## config.mk

```make
export PLATFORM = sky130hd
export DESIGN_NAME = alu32_ripple
export DESIGN_NICKNAME = d
export VERILOG_FILES = /design/src/rtl/alu32_pkg.sv /design/src/rtl/alu32_decode.sv /design/src/rtl/alu32_slice.sv /design/src/rtl/alu32_slice_msb.sv /design/src/rtl/alu32_zero.sv /design/src/rtl/alu32_ripple.sv
export SDC_FILE = /design/constraint.sdc
export NUM_CORES = 1
export LEC_CHECK = 0
export ABC_AREA = 1
export CORE_MARGIN = 4
export CORE_UTILIZATION = 33
export DETAILED_ROUTE_END_ITERATION = 7
export DONT_BUFFER_PORTS = 1
export GPL_TIMING_DRIVEN = 0
export PLACE_DENSITY = 0.55
export SLEW_MARGIN = 10
export SYNTH_ARGS = -nofsm -noshare
export SYNTH_HDL_FRONTEND = slang
export SYNTH_HIERARCHICAL = 1
export SYNTH_SLANG_ARGS = --single-unit
```

## constraint.sdc

```tcl
create_clock -name vclk -period 25.9
set_clock_uncertainty 0.15 [all_clocks]
set_input_delay 2.59 -clock vclk [all_inputs]
set_output_delay 2.59 -clock vclk [all_outputs]
set_load 0.1 [all_outputs]
```

## src/rtl/alu32_pkg.sv

```systemverilog
package alu32_pkg;

    localparam int CTRL_W = 4;

    typedef enum logic [1:0] {
        SEL_AND  = 2'b00,
        SEL_OR   = 2'b01,
        SEL_SUM  = 2'b10,
        SEL_LESS = 2'b11
    } sel_e;

    typedef enum logic [CTRL_W-1:0] {
        OP_AND = 4'b0000,
        OP_OR  = 4'b0001,
        OP_ADD = 4'b0010,
        OP_SUB = 4'b0110,
        OP_SLT = 4'b0111,
        OP_NOR = 4'b1100
    } op_e;

    typedef struct packed {
        logic inv_a;
        logic inv_b;
        logic carry0;
        sel_e sel;
    } slice_ctl_t;

    typedef struct packed {
        logic sum;
        logic cout;
    } fa_out_t;

    function automatic logic gate_and(input logic x, input logic y);
        return x & y;
    endfunction

    function automatic logic gate_or(input logic x, input logic y);
        return x | y;
    endfunction

    function automatic logic mux2(input logic d0, input logic d1, input logic s);
        return s ? d1 : d0;
    endfunction

    function automatic logic mux4(input logic d0, input logic d1,
                                  input logic d2, input logic d3, input sel_e s);
        logic r;
        case (s)
            SEL_AND:  r = d0;
            SEL_OR:   r = d1;
            SEL_SUM:  r = d2;
            default:  r = d3;
        endcase
        return r;
    endfunction

    function automatic fa_out_t full_add(input logic x, input logic y, input logic ci);
        fa_out_t o;
        o.sum  = x ^ y ^ ci;
        o.cout = (x & y) | (x & ci) | (y & ci);
        return o;
    endfunction

endpackage

```

## src/rtl/alu32_decode.sv

```systemverilog
module alu32_decode
    import alu32_pkg::*;
(
    input  logic [CTRL_W-1:0] op_ctrl,
    output slice_ctl_t        ctl
);
    always_comb begin
        ctl.inv_a  = op_ctrl[3];
        ctl.inv_b  = op_ctrl[2];
        ctl.carry0 = op_ctrl[2];
        ctl.sel    = sel_e'(op_ctrl[1:0]);
    end
endmodule

```

## src/rtl/alu32_slice.sv

```systemverilog
module alu32_slice
    import alu32_pkg::*;
(
    input  logic a,
    input  logic b,
    input  logic less,
    input  logic inv_a,
    input  logic inv_b,
    input  logic cin,
    input  sel_e sel,
    output logic res,
    output logic cout
);
    logic    a_eff, b_eff, p_and, p_or;
    fa_out_t fa;

    always_comb begin
        a_eff = mux2(a, ~a, inv_a);
        b_eff = mux2(b, ~b, inv_b);
        p_and = gate_and(a_eff, b_eff);
        p_or  = gate_or(a_eff, b_eff);
        fa    = full_add(a_eff, b_eff, cin);
        res   = mux4(p_and, p_or, fa.sum, less, sel);
        cout  = fa.cout;
    end
endmodule

```

## src/rtl/alu32_slice_msb.sv

```systemverilog
module alu32_slice_msb
    import alu32_pkg::*;
(
    input  logic a,
    input  logic b,
    input  logic less,
    input  logic inv_a,
    input  logic inv_b,
    input  logic cin,
    input  sel_e sel,
    output logic res,
    output logic set,
    output logic ovf
);
    logic    a_eff, b_eff, p_and, p_or;
    fa_out_t fa;

    always_comb begin
        a_eff = mux2(a, ~a, inv_a);
        b_eff = mux2(b, ~b, inv_b);
        p_and = gate_and(a_eff, b_eff);
        p_or  = gate_or(a_eff, b_eff);
        fa    = full_add(a_eff, b_eff, cin);
        res   = mux4(p_and, p_or, fa.sum, less, sel);
        set   = fa.sum;
        ovf   = cin ^ fa.cout;
    end
endmodule

```

## src/rtl/alu32_zero.sv

```systemverilog
module alu32_zero #(
    parameter int W = 32
) (
    input  logic [W-1:0] bits,
    output logic         all_zero
);
    always_comb all_zero = ~(|bits);
endmodule

```

## src/rtl/alu32_ripple.sv

```systemverilog
module alu32_ripple
    import alu32_pkg::*;
#(
    parameter int W = 32
) (
    input  logic [W-1:0]      opnd_a,
    input  logic [W-1:0]      opnd_b,
    input  logic [CTRL_W-1:0] op_ctrl,
    output logic [W-1:0]      result,
    output logic              ovf,
    output logic              zero
);
    localparam int MSB = W - 1;

    slice_ctl_t   ctl;
    logic [MSB:0] carry;
    logic [W-1:0] res_bits;
    logic         set_fb;

    alu32_decode u_dec (
        .op_ctrl (op_ctrl),
        .ctl     (ctl)
    );

    assign carry[0] = ctl.carry0;

    for (genvar i = 0; i < W; i++) begin : g_slice
        if (i == MSB) begin : g_top
            alu32_slice_msb u_msb (
                .a     (opnd_a[i]),
                .b     (opnd_b[i]),
                .less  (1'b0),
                .inv_a (ctl.inv_a),
                .inv_b (ctl.inv_b),
                .cin   (carry[i]),
                .sel   (ctl.sel),
                .res   (res_bits[i]),
                .set   (set_fb),
                .ovf   (ovf)
            );
        end else begin : g_low
            alu32_slice u_bit (
                .a     (opnd_a[i]),
                .b     (opnd_b[i]),
                .less  ((i == 0) ? set_fb : 1'b0),
                .inv_a (ctl.inv_a),
                .inv_b (ctl.inv_b),
                .cin   (carry[i]),
                .sel   (ctl.sel),
                .res   (res_bits[i]),
                .cout  (carry[i+1])
            );
        end
    end

    assign result = res_bits;

    alu32_zero #(.W(W)) u_zero (
        .bits     (res_bits),
        .all_zero (zero)
    );

    always_comb begin
        if (op_ctrl == OP_AND)
            assert_and_R1: assert (result == (opnd_a & opnd_b));
        if (op_ctrl == OP_ADD)
            assert_add_R3: assert (result == opnd_a + opnd_b);
        if (op_ctrl == OP_SUB)
            assert_sub_R4: assert (result == opnd_a - opnd_b);
        if (op_ctrl == OP_SLT)
            assert_slt_upper_R5: assert (result[MSB:1] == '0);
        if (op_ctrl == OP_NOR)
            assert_nor_R6: assert (result == ~(opnd_a | opnd_b));
        if (op_ctrl == OP_ADD)
            assert_add_ovf_R8: assert (ovf == ((opnd_a[MSB] == opnd_b[MSB]) &&
                                               (result[MSB] != opnd_a[MSB])));
    end
endmodule

```

==> results of run 1 <==
[stage by stage]
step / setup slack [ns] / total power [mW] / instances / util (%) / hold slack [ns]
floorplan: 2.97 / 0.142 / 676 / - / 5.86
global placement: 1.74 / 0.157 / 819 / 36.7 / 5.89
detailed placement: 2.14 / 0.162 / 819 / 36.7 / 5.74
CTS: 2.12 / 0.163 / 819 / 36.7 / 5.75
global route: 1.58 / 0.179 / 819 / 36.7 / 5.80
finish: 2.44 / 0.159 / 819 / 36.7 / 5.74
[area by class of cell]
cell class,count,area [um2]
inverter,224,841
multi-input combinational,447,3170
fill,1278,7280
tap,143,179
buffer,5,37.5
[worst max-delay path, delay by kind of cell]
kind | cells | cell delay [ns]
xor gates and xnor gates | 1 | 0.21
adders and majority gates | 32 | 15.14
and+or+nand+nor | 8 | 2.09
buffers and inverters | 3 | 0.65
[cells in the mapped netlist]
| library cell | number |
|---|---|
| buf_4 | 5 |
| conb_1 | 1 |
| fa_1 | 32 |
| ha_1 | 64 |
| inv_1 | 224 |
| nand2_1 | 170 |
| nand3_1 | 64 |
| nor2_1 | 21 |
| xnor2_1 | 32 |
| xor2_1 | 33 |
[path summary, 6_finish.rpt]
kind  slack [ns]  cells past startpoint    to  startpoint
min         5.74                      4   ovf  opnd_a[31]
max         2.44                     44  zero  op_ctrl[2]
[metal layers]
| layer | part of all wire, % | routed length [um] | global-route usage, % | up-vias |
|---|---|---|---|---|
| met5 | 0 | 0 | 0 | - |
| met4 | 0.27 | 23 | 0.306 | 0 |
| met3 | 6.8 | 569 | 2.11 | 2 |
| met2 | 52 | 4330 | 23.4 | 60 |
| met1 | 41 | 3440 | 13.4 | 1475 |
| li1 | - | - | - | 1808 |
[logic make-up after synthesis]
kind of cell	count (synthesis)	share of synthesized area, %
XOR/XNOR	65	14.5
adder cells (fa/ha/maj)	96	36.7
buffers and inverters	229	22.3
other	1	0.0954
AND/OR/NAND/NOR	255	26.4
[power by group through the flow]
stage	Sequential, mW	Clock (mW)	Combinational (mW)
after floorplan	0	0	0.142
after global placement	0	0	0.157
after detailed placement	0	0	0.162
after CTS	0	0	0.163
after global routing	0	0	0.179
final	0	0	0.159
==> impl_metrics.yaml, run 1 <==
synth:
  synth.distinct_cells: 10
  synthTopCellsByArea: "inv_1 (21%), ha_1 (20%), fa_1 (16%), nand2_1 (16%), nand3_1 (8.2%)"
  syn_area_per_cell_um2: 6.08
  synthCells: 646
  synth_top_area_cell: "inv_1"
  ys_seq_area_share_pct: 0
  ys_warn_count: 6
  synth_top_cell_area_share_pct: 21.4
  synth_area_um2: 3930
die:
  die_h_um: 117
  std_cell_rows: 39
  start_util_pct: 34.1
  die_x_um: 117
  die-area_um2: 13700
  io_pins: 102
  core-area_um2: 11500
global_route:
  grt_pass1_vias: 3010
  grt-ovfl-total: 0
  grt_max_degree: 84
  grt_antenna_before_repair: 0
  grtUsageTotal_pct: 11.6
  grt_pass1_wl_um: 13300
sta:
  fmax_mhz: 42.6
  setup_viol: 0
  tightest_slew_ns: 1.20
  final.min_clock_period_ns: 23.46
  final_max_slew_viol_count: 0
  period_share_pct: 90.6
  slew_headroom_pct: 20.0
  finalHoldViolCount: 0
  rsz0062_at_grt: "no"
  finalSetupTns_ns: 0
place:
  dpl_cell_area_um2: 4230
  post-dp-hpwl_um: 6730
  port_buffers: 0
  gp_congestion: 0.754
critical_path:
  path_max_fanout: 32
  worstSetupStartpointType: "input pin"
  critPathKind: "input pin to output port"
  critPathCaptureType: "output port"
  arrival_ns: 20.72
  crit_required_ns: 23.16
  critPathSlowestCell: "nor2_2"
  critPathMostFrequentCell: "fa_1"
  cp_slowest_stage_delay_ns: 0.84
clocking:
  hold_buffers: 0
  post-cts-setup-buffers: 0
  cts_resized: 0
power:
  p_int_mw: 0.0371
  p_comb_share_pct: 100.0
  p_sw_mw: 0.122
  power_density_nw_per_um2: 37.6
  switching_share_pct: 76.7
  clock_power_share_pct: 0
  p_seq_share_pct: 0
  p_leak_nw: 2.60
  max-vdd-ir-drop_v: 0.0000223
finish:
  mostFrequentLayoutCells: "inv_1 (224), nand2_1 (170), nand3_1 (64), ha_1 (64)"
  syn_to_final_growth_pct: 7.67
  mostFrequentLayoutCell: "inv_1"
  num_antenna_cells: 0
  layout.nets: 842
  drive_gt1_share_pct: 1.04
  seq_area_um2: 0
  clkbuf_count: 0
  design_area_um2: 4230
  seq_cells: 0
flow_run:
  drv_cap: 0
drt:
  drc: 0
  drt_iter0_drc: 96
  routed_wl_um: 8370
  via_per_inst: 4.08
  drt_pass1_iterations: 4
  antenna_left: 0
  vias: 3345
  wire_per_inst_um: 10.2
run_status:
  status: "complete, no violations"
worst_hold_path:
  hp-class: "input pin to output port"
Note: power is estimated with default switching activity, not from simulation.
==> run 2, diff against run 1 <==
--- a/config.mk
+++ b/config.mk
@@ -5,7 +5,6 @@
 export SDC_FILE = /design/constraint.sdc
 export NUM_CORES = 1
 export LEC_CHECK = 0
-export ABC_AREA = 1
 export CORE_MARGIN = 4
 export CORE_UTILIZATION = 33
 export DETAILED_ROUTE_END_ITERATION = 7
==> run 2 against run 1 <==
Fmax decreased by 0.90%. Highest routed layer is now met3. Largest cell class unchanged. Clock-buffer cell count unchanged. Critical path type unchanged. Non-clock buffer count unchanged. Largest power group unchanged. Area after synthesis decreased by 18%. Wire length decreased by 17%.
==> impl_metrics.yaml, run 2 <==
synth:
  synthTopCellsByArea: "ha_1 (25%), mux4_2 (22%), fa_1 (20%), inv_1 (11%), xor2_1 (9.0%)"
  ys_seq_area_share_pct: 0
  synth_top_area_cell: "ha_1"
  syn_area_per_cell_um2: 10.5
  synth_top_cell_area_share_pct: 25.0
  synthCells: 306
  ys_warn_count: 6
  ys_top_cells_by_count: "inv_1 (96), ha_1 (64), xor2_1 (33)"
  synth.most_common_cell: "inv_1"
  synth.distinct_cells: 12
  synth_area_um2: 3210
finish:
  syn_to_final_growth_pct: 8.86
  num_antenna_cells: 0
  mostFrequentLayoutCells: "inv_1 (96), ha_1 (64)"
  finish.cell_count_without_fillers: 465
  seq_cells: 0
  mostFrequentLayoutCell: "inv_1"
  seq_area_um2: 0
  layout.nets: 502
  design_area_um2: 3490
  postLayoutCoreUtil_pct: 37.4
  clkbuf_count: 0
  drive_gt1_share_pct: 11.9
global_route:
  grt_max_degree: 33
  grt_pass1_vias: 2401
  grtUsageTotal_pct: 12.5
  grt_pass1_wl_um: 11700
  grt-ovfl-total: 0
  grt_antenna_before_repair: 0
drt:
  wire_per_inst_um: 14.9
  via_per_inst: 4.39
  vias: 2040
  drc: 0
  drt_iter0_drc: 56
  routed_wl_um: 6940
  drt_pass1_iterations: 3
  antenna_left: 0
power:
  power_density_nw_per_um2: 49.8
  max-vdd-ir-drop_v: 0.0000232
  finalPower_mw: 0.174
  p_leak_nw: 1.71
die:
  die_h_um: 107
  die-area_um2: 11400
  core-area_um2: 9330
  std_cell_rows: 35
  start_util_pct: 34.4
  io_pins: 102
  die_x_um: 107
critical_path:
  worstSetupStartpointType: "input pin"
  cp_slowest_stage_delay_ns: 0.89
  crit_required_ns: 23.16
  critPathCaptureType: "output port"
  critPathMostFrequentCell: "fa_1"
  arrival_ns: 20.93
  critPathSlowestCell: "nor2_2"
  critPathKind: "input pin to output port"
  path_max_fanout: 32
sta:
  period_share_pct: 91.4
  final.min_clock_period_ns: 23.67
  rsz0062_at_grt: "no"
  fmax_mhz: 42.2
  finalHoldViolCount: 0
  slew_headroom_pct: 21.9
  timing.hold.ws_ns: 5.76
  tightest_slew_ns: 1.17
  final_max_slew_viol_count: 0
  setup_viol: 0
  setup_ws_ns: 2.23
  finalSetupTns_ns: 0
worst_hold_path:
  hp-class: "input pin to output port"
place:
  dpl_cell_area_um2: 3490
  port_buffers: 0
  post-dp-hpwl_um: 5840
  gp_congestion: 0.714
  dp_cells: 465
  dpl_worst_slack_ns: 1.99
flow_run:
  drv_cap: 0
clocking:
  cts_resized: 0
  post-cts-setup-buffers: 0
  hold_buffers: 0
run_status:
  status: "complete, no violations"
[run 2: cell type report]
| type | count | area [um2] |
|---|---|---|
| fill | 965 | 5840 |
| multi-input combinational | 235 | 2930 |
| inverter | 96 | 360 |
| tap | 129 | 161 |
| buffer | 5 | 37.5 |
[run 2: path summary, 6_finish.rpt]
path        from  depth (start not counted)   end
min   opnd_b[31]                          4   ovf
max   op_ctrl[3]                         39  zero
[run 2: cell families (layout without fill, tap and decap cells)]
kind of cell               count (synthesis)  count (layout)  share of synthesized area (%)
muxes                                     32              32                           22.5
adders and majority gates                 96              96                           45.0
buffers and inverters                    101             101                           12.4
xor gates and xnor gates                  65              65                           17.8
and+or+nand+nor                           11              11                           2.26
other                                      1              31                          0.117
[run 2: power by group]
part	switching [mW]	internal, mW	leakage [nW]	total (mW)
clock	0	0	0	0
combinational	0.134	0.0395	1.71	0.174
sequential	0	0	0	0
total	0.134	0.0395	1.71	0.174
[run 2: metal layers]
metal / share of wire (%) / routed length (um) / track usage, %
met1: 40 / 2770 / 15.6
met2: 53 / 3650 / 23.5
met4: 0 / 0 / 0
met5: 0 / 0 / 0
met3: 7.4 / 516 / 2.61
[run 2: critical path: cells and delay by family]
kind / cells / cell delay (ns)
adder cells (fa/ha/maj): 32 / 15.16
AND/OR/NAND/NOR: 3 / 1.58
multiplexers: 1 / 0.79
XOR/XNOR: 1 / 0.21
buffers and inverters: 2 / 0.58
